### config.mk
export PLATFORM = sky130hd
export DESIGN_NAME = uart_rx_stat
export DESIGN_NICKNAME = d
export VERILOG_FILES = /design/src/rtl/uart_rx_pkg.sv /design/src/rtl/uart_rx_tick.sv /design/src/rtl/uart_rx_frame.sv /design/src/rtl/uart_rx_break.sv /design/src/rtl/uart_rx_fifo.sv /design/src/rtl/uart_rx_stat.sv
export SDC_FILE = /design/constraint.sdc
export NUM_CORES = 1
export LEC_CHECK = 0
export ABC_AREA = 1
export BUFFER_PORTS_ARGS = -buffer_cell sky130_fd_sc_hd__buf_2
export CAP_MARGIN = 20
export CORE_ASPECT_RATIO = 0.5
export CORE_MARGIN = 10
export CORE_UTILIZATION = 60
export CTS_CLUSTER_DIAMETER = 200
export DETAILED_ROUTE_END_ITERATION = 16
export PLACE_DENSITY = 0.78
export SETUP_SLACK_MARGIN = 0.3
export SYNTH_ARGS = -nofsm -noshare
export SYNTH_HDL_FRONTEND = slang
export SYNTH_SLANG_ARGS = --single-unit
### constraint.sdc
create_clock -name clk -period 2 [get_ports clk]
set_input_delay 0.2 -clock clk [delete_from_list [all_inputs] [get_ports clk]]
set_output_delay 0.2 -clock clk [all_outputs]
set_load 0.02 [all_outputs]
### src/rtl/uart_rx_pkg.sv
package uart_rx_pkg;

    localparam int OSR = 16;

    typedef enum logic [2:0] {
        S_IDLE, S_START, S_DATA, S_PARITY, S_STOP1, S_STOP2, S_HOLD
    } rx_state_t;

    typedef struct packed {
        logic       stop2;
        logic [1:0] len;
        logic       par_en;
        logic       par_odd;
        logic [2:0] rate;
    } line_cfg_t;

    localparam int FLAG_PAR = 0;
    localparam int FLAG_FRM = 1;
    localparam int FLAG_OVR = 2;
    localparam int FLAG_BRK = 3;

    function automatic logic [3:0] data_len(input logic [1:0] code);
        unique case (code)
            2'b00:   return 4'd6;
            2'b01:   return 4'd7;
            default: return 4'd8;
        endcase
    endfunction

endpackage

### src/rtl/uart_rx_tick.sv
module uart_rx_tick #(
    parameter int BASE_DIV = 163
) (
    input  logic       clk,
    input  logic       rst_n,
    input  logic [2:0] rate,
    output logic       tick
);
    localparam int DIV_MAX = BASE_DIV * 8;
    localparam int CW      = $clog2(DIV_MAX + 1);

    logic [CW-1:0] div;
    logic [CW-1:0] cnt;

    always_comb begin
        unique case (rate)
            3'd0:    div = CW'(BASE_DIV * 8);
            3'd1:    div = CW'(BASE_DIV * 4);
            3'd2:    div = CW'(BASE_DIV * 2);
            default: div = CW'(BASE_DIV);
        endcase
    end

    always_ff @(posedge clk or negedge rst_n) begin
        if (!rst_n) begin
            cnt  <= '0;
            tick <= 1'b0;
        end else if (cnt >= div - CW'(1)) begin
            cnt  <= '0;
            tick <= 1'b1;
        end else begin
            cnt  <= cnt + CW'(1);
            tick <= 1'b0;
        end
    end
endmodule

### src/rtl/uart_rx_frame.sv
module uart_rx_frame
    import uart_rx_pkg::*;
(
    input  logic      clk,
    input  logic      rst_n,
    input  logic      tick,
    input  logic      rxs,
    input  line_cfg_t cfg,
    output logic      push,
    output logic [7:0] push_data,
    output logic      push_perr,
    output logic      push_ferr
);
    localparam int TW = $clog2(OSR);

    rx_state_t   state, state_n;
    logic [TW-1:0] tcnt;
    logic [2:0]  bidx;
    logic [7:0]  shreg;
    logic        perr_q, ferr_q;
    logic        push_q, push_perr_q, push_ferr_q;
    logic [7:0]  push_data_q;
    logic        mid, last, last_bit, finish;
    logic [3:0]  nbits;

    assign nbits    = data_len(cfg.len);
    assign mid      = (tcnt == TW'(OSR / 2 - 1));
    assign last     = (tcnt == TW'(OSR - 1));
    assign last_bit = ({1'b0, bidx} == nbits - 4'd1);
    assign finish   = tick && last &&
                      ((state == S_STOP2) || (state == S_STOP1 && !cfg.stop2));

    // next state
    always_comb begin
        state_n = state;
        unique case (state)
            S_IDLE:   if (tick && !rxs) state_n = S_START;
            S_START:  if (tick && mid) state_n = rxs ? S_IDLE : S_DATA;
            S_DATA:   if (tick && last && last_bit)
                          state_n = cfg.par_en ? S_PARITY : S_STOP1;
            S_PARITY: if (tick && last) state_n = S_STOP1;
            S_STOP1:  if (tick && last)
                          state_n = cfg.stop2 ? S_STOP2 : (rxs ? S_IDLE : S_HOLD);
            S_STOP2:  if (tick && last) state_n = rxs ? S_IDLE : S_HOLD;
            S_HOLD:   if (rxs) state_n = S_IDLE;
            default:  state_n = S_IDLE;
        endcase
    end

    // state register
    always_ff @(posedge clk or negedge rst_n) begin
        if (!rst_n) state <= S_IDLE;
        else        state <= state_n;
    end

    // datapath: counters, shifter, error accumulation
    always_ff @(posedge clk or negedge rst_n) begin
        if (!rst_n) begin
            tcnt        <= '0;
            bidx        <= '0;
            shreg       <= '0;
            perr_q      <= 1'b0;
            ferr_q      <= 1'b0;
            push_q      <= 1'b0;
            push_data_q <= '0;
            push_perr_q <= 1'b0;
            push_ferr_q <= 1'b0;
        end else begin
            push_q <= finish;
            if (finish) begin
                push_data_q <= shreg;
                push_perr_q <= perr_q;
                push_ferr_q <= ferr_q | !rxs;
            end
            if (tick) begin
                unique case (state)
                    S_IDLE: tcnt <= '0;
                    S_START: begin
                        tcnt <= mid ? '0 : tcnt + TW'(1);
                        if (mid) begin
                            bidx   <= '0;
                            shreg  <= '0;
                            perr_q <= 1'b0;
                            ferr_q <= 1'b0;
                        end
                    end
                    S_DATA: begin
                        tcnt <= tcnt + TW'(1);
                        if (last) begin
                            shreg[bidx] <= rxs;
                            bidx        <= bidx + 3'd1;
                        end
                    end
                    S_PARITY: begin
                        tcnt <= tcnt + TW'(1);
                        if (last) perr_q <= rxs ^ (^shreg) ^ cfg.par_odd;
                    end
                    S_STOP1, S_STOP2: begin
                        tcnt <= tcnt + TW'(1);
                        if (last) ferr_q <= ferr_q | !rxs;
                    end
                    default: tcnt <= '0;
                endcase
            end
        end
    end

    // outputs
    always_comb begin
        push      = push_q;
        push_data = push_data_q;
        push_perr = push_perr_q;
        push_ferr = push_ferr_q;
    end
endmodule

### src/rtl/uart_rx_break.sv
module uart_rx_break
    import uart_rx_pkg::*;
(
    input  logic      clk,
    input  logic      rst_n,
    input  logic      tick,
    input  logic      rxs,
    input  line_cfg_t cfg,
    output logic      brk
);
    localparam int BW = $clog2(12 * OSR + 2);

    logic [BW-1:0] cnt;
    logic [BW-1:0] limit;
    logic [3:0]    fbits;

    assign fbits = 4'd2 + data_len(cfg.len) + {3'd0, cfg.par_en} + {3'd0, cfg.stop2};
    assign limit = BW'(fbits) * BW'(OSR);

    always_ff @(posedge clk or negedge rst_n) begin
        if (!rst_n) begin
            cnt <= '0;
            brk <= 1'b0;
        end else begin
            brk <= 1'b0;
            if (rxs) begin
                cnt <= '0;
            end else if (tick) begin
                if (cnt <= limit) cnt <= cnt + BW'(1);
                brk <= (cnt == limit);
            end
        end
    end
endmodule

### src/rtl/uart_rx_fifo.sv
module uart_rx_fifo #(
    parameter int DEPTH = 4,
    parameter int W     = 8,
    localparam int PW   = (DEPTH > 1) ? $clog2(DEPTH) : 1,
    localparam int CW   = $clog2(DEPTH + 1)
) (
    input  logic          clk,
    input  logic          rst_n,
    input  logic          push,
    input  logic [W-1:0]  din,
    input  logic          pop,
    output logic [W-1:0]  dout,
    output logic          empty,
    output logic          full,
    output logic [CW-1:0] count
);
    logic [W-1:0]  mem [DEPTH];
    logic [PW-1:0] wp, rp;
    logic          do_push, do_pop;

    assign empty   = (count == '0);
    assign full    = (count == CW'(DEPTH));
    assign do_push = push && !full;
    assign do_pop  = pop && !empty;
    assign dout    = mem[rp];

    always_ff @(posedge clk or negedge rst_n) begin
        if (!rst_n) begin
            wp    <= '0;
            rp    <= '0;
            count <= '0;
            for (int i = 0; i < DEPTH; i++) mem[i] <= '0;
        end else begin
            if (do_push) begin
                mem[wp] <= din;
                wp <= (wp == PW'(DEPTH - 1)) ? '0 : wp + PW'(1);
            end
            if (do_pop) rp <= (rp == PW'(DEPTH - 1)) ? '0 : rp + PW'(1);
            count <= count + CW'(do_push) - CW'(do_pop);
        end
    end
endmodule

### src/rtl/uart_rx_stat.sv
module uart_rx_stat
    import uart_rx_pkg::*;
#(
    parameter int BASE_DIV   = 163,
    parameter int FIFO_DEPTH = 4
) (
    input  logic       clk,
    input  logic       rst_n,
    input  logic       rx,
    input  logic [7:0] ctrl,
    input  logic       rd,
    input  logic       clr,
    output logic [7:0] rd_data,
    output logic       empty,
    output logic       err_parity,
    output logic       err_frame,
    output logic       err_overrun,
    output logic       err_break
);
    localparam int CNT_W = $clog2(FIFO_DEPTH + 1);

    line_cfg_t  cfg;
    logic [1:0] rx_meta;
    logic       rx_s, tick;
    logic       push, perr, ferr, brk;
    logic [7:0] push_data;
    logic       fifo_full;
    logic [CNT_W-1:0] fifo_cnt;
    logic [3:0] st_set, flags_q;

    assign cfg  = line_cfg_t'(ctrl);
    assign rx_s = rx_meta[1];

    always_ff @(posedge clk or negedge rst_n) begin
        if (!rst_n) rx_meta <= 2'b11;
        else        rx_meta <= {rx_meta[0], rx};
    end

    uart_rx_tick #(.BASE_DIV(BASE_DIV)) u_tick (
        .clk(clk), .rst_n(rst_n), .rate(cfg.rate), .tick(tick)
    );

    uart_rx_frame u_frame (
        .clk(clk), .rst_n(rst_n), .tick(tick), .rxs(rx_s), .cfg(cfg),
        .push(push), .push_data(push_data), .push_perr(perr), .push_ferr(ferr)
    );

    uart_rx_break u_break (
        .clk(clk), .rst_n(rst_n), .tick(tick), .rxs(rx_s), .cfg(cfg), .brk(brk)
    );

    uart_rx_fifo #(.DEPTH(FIFO_DEPTH), .W(8)) u_fifo (
        .clk(clk), .rst_n(rst_n), .push(push), .din(push_data), .pop(rd),
        .dout(rd_data), .empty(empty), .full(fifo_full), .count(fifo_cnt)
    );

    always_comb begin
        st_set           = '0;
        st_set[FLAG_PAR] = push && perr;
        st_set[FLAG_FRM] = push && ferr;
        st_set[FLAG_OVR] = push && fifo_full;
        st_set[FLAG_BRK] = brk;
    end

    always_ff @(posedge clk or negedge rst_n) begin
        if (!rst_n)   flags_q <= '0;
        else if (clr) flags_q <= st_set;
        else          flags_q <= flags_q | st_set;
    end

    assign err_parity  = flags_q[FLAG_PAR];
    assign err_frame   = flags_q[FLAG_FRM];
    assign err_overrun = flags_q[FLAG_OVR];
    assign err_break   = flags_q[FLAG_BRK];
endmodule

After elaboration in Yosys (flattened, before gate mapping)
Index checks and enable logic that the tools add are counted.
{ "word_totals": {"regBits": 97, "inputBits": 13, "output_inout_bits": 13, "elab_cells": 157} }
{ "classes": {"add_sub_neg": 13, "order_cmp": 7, "n_eq_ne": 27, "n_mux": 46, "bitwise_logic": 6, "n_reduce_logical": 35} }
{ "op_table": {"columns": ["op", "count"], "rows": [
  ["8-bit 2-to-1 mux", 8],
  ["3-bit 2-to-1 mux", 12],
  ["11-bit case mux with 3 select lines", 1],
  ["32-bit bitwise mux", 1],
  ["3-bit case mux with 7 select lines", 1],
  ["8-bit binary-select mux with 2-bit select", 1],
  ["8-bit demux with 2-bit select", 1],
  ["2-bit by 1-bit inequality test with 1-bit output (second input constant)", 8],
  ["4-bit case mux with 2 select lines", 2],
  ["8-bit case mux with 2 select lines", 1],
  ["1-bit logical AND", 13],
  ["3-bit equality test (second input constant)", 4],
  ["4-bit AND reduction", 3],
  ["11-bit by 1-bit adder with 11-bit output (second input constant)", 1],
  ["11-bit greater-or-equal comparator", 1],
  ["11-bit 2-to-1 mux", 1],
  ["11-bit by 1-bit subtractor with 11-bit output (second input constant)", 1],
  ["2-bit nonzero test", 5],
  ["3-bit by 2-bit equality test with 1-bit output (second input constant)", 3],
  ["3-bit logical NOT", 3],
  ["4-bit by 1-bit adder with 4-bit output", 2],
  ["8-bit by 1-bit adder with 8-bit output (second input constant)", 1],
  ["8-bit bitwise mux", 1],
  ["8-bit equality test", 1],
  ["37 further kinds", 58]
]} }

Longest topological paths before layout
{ "logic_depth": {"word_depth": 9, "ltp_mapped": 17, "mapped_depth_nobuf": 16} }

Modules after synthesis
A second synthesis with hierarchy kept.
{ "hier_totals": {"cells_unflattened": 746, "area_unflattened_um2": 5893.2} }
{ "modules_own_cells": {"columns": ["mod", "n_inst", "cells_each", "area_each_um2", "seq_area_each_um2"], "rows": [
  ["uart_rx_fifo", 1, 251, 2105.8, 975.9],
  ["uart_rx_frame", 1, 267, 1968.1, 775.7],
  ["uart_rx_tick", 1, 108, 897.1, 300.3],
  ["uart_rx_break", 1, 101, 720.7, 225.2],
  ["uart_rx_stat", 1, 19, 201.4, 152.6]
]} }

Least setup slack after synthesis
No wires, ideal clock.
{ "synth_timing": {"kind": "flip-flop to flip-flop", "from": "reg u_fifo.count[1]", "to": "reg u_fifo.count[2]", "setup_ps": 123, "arrival_ps": 2154, "required_ps": 1877, "setup_slack_ps": -277, "path_stages_with_launch": 9, "n_path_buf": 0, "period_less_slack_ps": 2277, "cell_sequence": "dfrtp_1 nor3_1 nor2_1 ha_1 inv_1 ha_1 inv_1 fa_1 xnor2_1"} }
{ "synth_between": {"elab_cells_between_ends": 8, "cone_classes": "add/sub (2); eq/ne (1); reduce/logical (5)"} }
{ "synth_rtl": {"columns": ["item", "line", "source"], "rows": [
  ["start: declaration", "uart_rx_fifo.sv:15", "output logic [CW-1:0] count"],
  ["start signal: assignment", "uart_rx_fifo.sv:39", "count <= count + CW'(do_push) - CW'(do_pop);"],
  ["3-bit logical NOT", "uart_rx_fifo.sv:21", "assign empty = (count == '0);"],
  ["net empty", "uart_rx_stat.sv:14", "output logic empty,"],
  ["1-bit logical NOT", "uart_rx_fifo.sv:24", "assign do_pop = pop && !empty;"],
  ["1-bit logical AND", "uart_rx_fifo.sv:24", null],
  ["net u_fifo.do_pop", "uart_rx_fifo.sv:19", "logic do_push, do_pop;"],
  ["3-bit by 1-bit subtractor with 3-bit output", "uart_rx_fifo.sv:39", null]
]} }
The timed path passes the listed nets, and every way through them passes these cells.
A chain may end at the register's enable or synchronous reset.

Worst setup path after layout
{ "layout_timing": {"from": "in ctrl[0]", "to": "reg u_tick.cnt[5]"} }
{ "layout_between": {"elab_chain_len": 5, "elab_cells_between_ends": 7, "cone_classes": "add/sub (1); order compare (1); eq/ne (2); mux (2); reduce/logical (1)"} }
{ "layout_lines": {"columns": ["item", "line", "source"], "rows": [
  ["start: declaration", "uart_rx_stat.sv:10", "input logic [7:0] ctrl,"],
  ["3-bit by 2-bit equality test with 1-bit output (tied with other cells)", "uart_rx_tick.sv:16", "unique case (rate)"],
  ["11-bit case mux with 3 select lines (*)", "uart_rx_tick.sv:16", null],
  ["11-bit by 1-bit subtractor with 11-bit output (*)", "uart_rx_tick.sv:28", "end else if (cnt >= div - CW'(1)) begin"],
  ["11-bit greater-or-equal comparator (*)", "uart_rx_tick.sv:28", null],
  ["11-bit 2-to-1 mux (*)", "uart_rx_tick.sv:28", null],
  ["end signal: assignment", "uart_rx_tick.sv:32", "cnt <= cnt + CW'(1);"],
  ["end: declaration", "uart_rx_tick.sv:13", "logic [CW-1:0] cnt;"]
]} }
Mark *: on every way between the ends. The rest lies on a longest branch, timed or not.

==> metrics.md <==
| Metric | Value |
|---|---|
| Largest family of logic cells by synthesized area | simple AND/OR/NAND/NOR gates |
| Leakage | around 3.1 nW |
| Grt total ovfl | 0 |
| H-tree levels | 3 |
| Logic pwr share | 39.4% |
| Fmax | 537 MHz |
| Highest cell delay on the worst timing path | ~0.28 ns |
| Die span in y | 86.7 um |
| R2r startpoint | u_fifo.count[1] |
| Layout area overhead | 28.5% |
| Starting Density | 61.5% |
| R2r setup slk | about 0.20 ns |
| Period Utilization, post-route | 93.0% |
| # rows | 24 |
| Startpoint types | primary input |
| Crit path kind | in -> reg |
| Maxcap violations | 0 |
| Clock sink total | just under 100 |
| Syn Std Cell Area | 5340 um2 |
| Register share of total power | 35.5% |
| CP required | roughly 2.2 ns |
| Run status | finished clean |
| Clock Root Buffer | clkbuf_16 |
| Synth Area in XOR/XNOR | 2.79% |
| Unrepaired setup endpoints after global routing | yes |
| Worst-case reg-to-reg path depth | 8 |
| Gpl congestion | 0.887 |
| Syn Area/Cell | 7.98 um2 |
| Synth Area in Compound Gates | 13.3% |
| Most frequent cells in the layout | 157 x nand2_1, 89 x dfrtp_1, 69 x o21ai_0 |
| Slew Limit Fails | 0 |
| # nets final | 785 |
| Critical Path Stages | 19 |
| P_int | 4.43 mW |
| Ys async rst share | 100% |
| Vias in the first global route | 4481 |
| Detail Placement HPWL | approximately 7.8 mm |
| Initial antenna violation count | 0 |
| Ranking of synthesized cells by area | dfrtp_1 45%, nand2_1 12%, o21ai_0 8.3%, ha_1 7.3%, inv_1 4.8% |
| HP Class | in -> reg |
| RR Endpoint | u_fifo.count[1] |
| Worst-path cell chain | buf_6 -> nor2_4 -> inv_2 -> nor2_4 -> inv_2 -> nand2_2 -> inv_2 -> ha_4 -> nand2_2 -> nand3_2 -> o21a_1 -> ha_4 -> nand2_2 -> nor3_2 -> nand2_1 -> nand4_1 -> buf_4 -> clkbuf_16 -> nor2_1 |
| Fin Setup TNS | 0 ns |
| Place WS | -0.226 ns |
| Final setup vio count | 0 |
| Routed len/inst | between 10 and 15 um |
| Slew margin rel. | ~64% |
| IO Pins | 26 |
| CTS tree | done |
| Yosys top cell area share | between 40% and 50% |
| Number of synthesized flops with an enable pin | 0 |
| Starting DRT DRC Count | between 300 and 400 |
| Minimum clock period | around 1.9 ns |
| Crit. End Element | register |
| Max stage delay cell, worst path | ha_4 |
| WHS | 0.0854 ns |
| Max Clock Skew | around 0.008 ns |
| WP buf/inv | 6 |
| Core Area | 8680 um2 |
| Power Dens Cells | between 1000 and 1500 nW/um2 |
| Clk slew on worst S/H paths | 0.06 ns |
| Clock share of power | 25.2% |
| Peak supply drop | roughly 0.00076 V |
| Total CTS buffers | 9 |
| Via/cell ratio | 5.49 |
| Sequential fraction of the synthesis area | 45.5% |
| CP top delay family | simple AND/OR/NAND/NOR gates |
| Sw Share | 36.7% |
| Register bit count reported by yosys | 97 |
| Setup ws final | between 0.1 and 0.15 ns |
| Adder-Cell Fraction of Synth Area | under 10% |
| Cells after synthesis | 669 |
| Total Wirelength | between 10 and 15 mm |
| Crit path to | u_tick.cnt[5] |
| Syn Nets | between 700 and 800 |
| Fin util | 79.0% |
| Ant diodes | 0 |
| Via count | approximately 4700 |
| DRT Pass-1 Iters | 4 |
| Die W | 153 um |
| Gr usage total | between 10% and 20% |
| Critical Path AT | 2.09 ns |
| Main synth FF type | dfrtp_1 |
| Final Hold Fails | 0 |
| Global-route wire length before repair | between 15 and 20 mm |
| Worst slew pin tran | 0.538 ns |
| Ys Warns | 0 |
| DRC | 0 |
| ANT nets after route | 0 |
| Clock buffer depth | 2 |
| Synth Area in Simple Gates | 23.5% |
| Commonest non-fill, non-tap cell in the layout | nand2_1 |
| CP Launch Point | ctrl[0] |
| Crit path max fanout | 6 |
| Post-synthesis mux area share | 0% |
| NetSw | 2.57 mW |
| Worst-skew pair later-pin latency | around 0.35 ns |
| Layout cells sized above 1 | between 20 and 30% |
| Unique masters post-synth | 36 |
| Post-synth top area cell | dfrtp_1 |
| IO buf count | 25 |
| Die area | around 13000 um2 |
| Largest net degree at the start of global routing | 42 |
==> Yosys cell counts (5+ instances only) <==
| master | number |
|---|---|
| nand2_1 | 175 |
| dfrtp_1 | 95 |
| a21oi_1 | 11 |
| nand3_1 | 36 |
| o22ai_1 | 10 |
| xor2_1 | 12 |
| clkbuf_1 | 6 |
| buf_2 | 11 |
| ha_1 | 31 |
| nand4_1 | 10 |
| xnor2_1 | 5 |
| o21ai_2 | 9 |
| o21ai_0 | 89 |
| nor2_1 | 62 |
| nor3_1 | 7 |
| inv_1 | 68 |
==> logic make-up (layout without fill, tap and decap cells) <==
logic type | after synthesis | in the layout
simple gates | 301 | 301
compound gates | 129 | 129
flops | 97 | 97
buf+inv | 91 | 166
fa+ha+maj | 33 | 33
xor+xnor | 17 | 17
other cells | 1 | 1
==> registers in the layout (all words and copies together), names as in the netlist <==
register	flops
u_fifo.mem	32
u_tick.cnt	11
u_break.cnt	8
u_frame.push_data	8
u_frame.shreg	8
flags_q	4
u_frame.tcnt	4
u_fifo.count	3
u_frame.bidx	3
u_frame.state	3
rx_meta	2
u_fifo.rp	2
u_fifo.wp	2
u_break.brk	1
u_frame.ferr_q	1
u_frame.perr_q	1
u_frame.push	1
u_frame.push_ferr	1
u_frame.push_perr	1
u_tick.tick	1
==> layer usage <==
layer  share of wire (%)  GRT usage (%)  vias to the layer above
met4                 1.7           5.63                        0
met2                  52           31.4                      114
li1                    -              -                     2325
met1                  42           20.3                     2259
met3                 4.6           4.79                       27
met5                   0              0                        -
==> worst min path at each step <==
stage	from	to	slack [ns]	depth (start not counted)
after floorplan	rst_n	flags_q[0]	-0.1	0
after global placement	rst_n	u_tick.cnt[0]	0.21	1
after detailed placement	rst_n	u_tick.cnt[0]	0.22	1
after CTS	clr	flags_q[3]	0.08	2
after global routing	clr	flags_q[2]	0.09	2
final	clr	flags_q[3]	0.09	2
==> through the flow <==
step	cell area, um2	total power, mW	instances
floorplan	5440	3.83	669
global placement	5820	4.30	818
detailed placement	5820	4.38	818
CTS	6400	6.35	849
global route	6860	7.42	861
finish	6860	7.00	861
==> what timing repair did <==
item	4_1_cts	5_1_grt
hold endpoints to repair	37	0
gates cloned	1	1
setup buffers	12	11
pin swaps	21	32
setup endpoints to repair	37	70
gates resized for setup	33	106
hold buffers	2	0
==> final cells by class <==
| cell class | instances | area, um2 |
|---|---|---|
| clock buffers | 12 | 256 |
| repair buffers | 77 | 702 |
| inverters | 73 | 300 |
| fillers | 566 | 1820 |
| well taps | 117 | 146 |
| flip-flops and latches | 97 | 2440 |
| clock inverters | 4 | 51.3 |
| multi-input cells | 481 | 2960 |
==> power groups by stage <==
stage / Clock, mW / Sequential (mW) / Combinational, mW
after global routing: 1.88 / 2.51 / 3.04
after detailed placement: 0 / 2.47 / 1.91
after CTS: 1.79 / 2.44 / 2.12
final: 1.76 / 2.48 / 2.75
after global placement: 0 / 2.47 / 1.84
after floorplan: 0 / 2.37 / 1.45
Power figures use the tool's default switching activity.
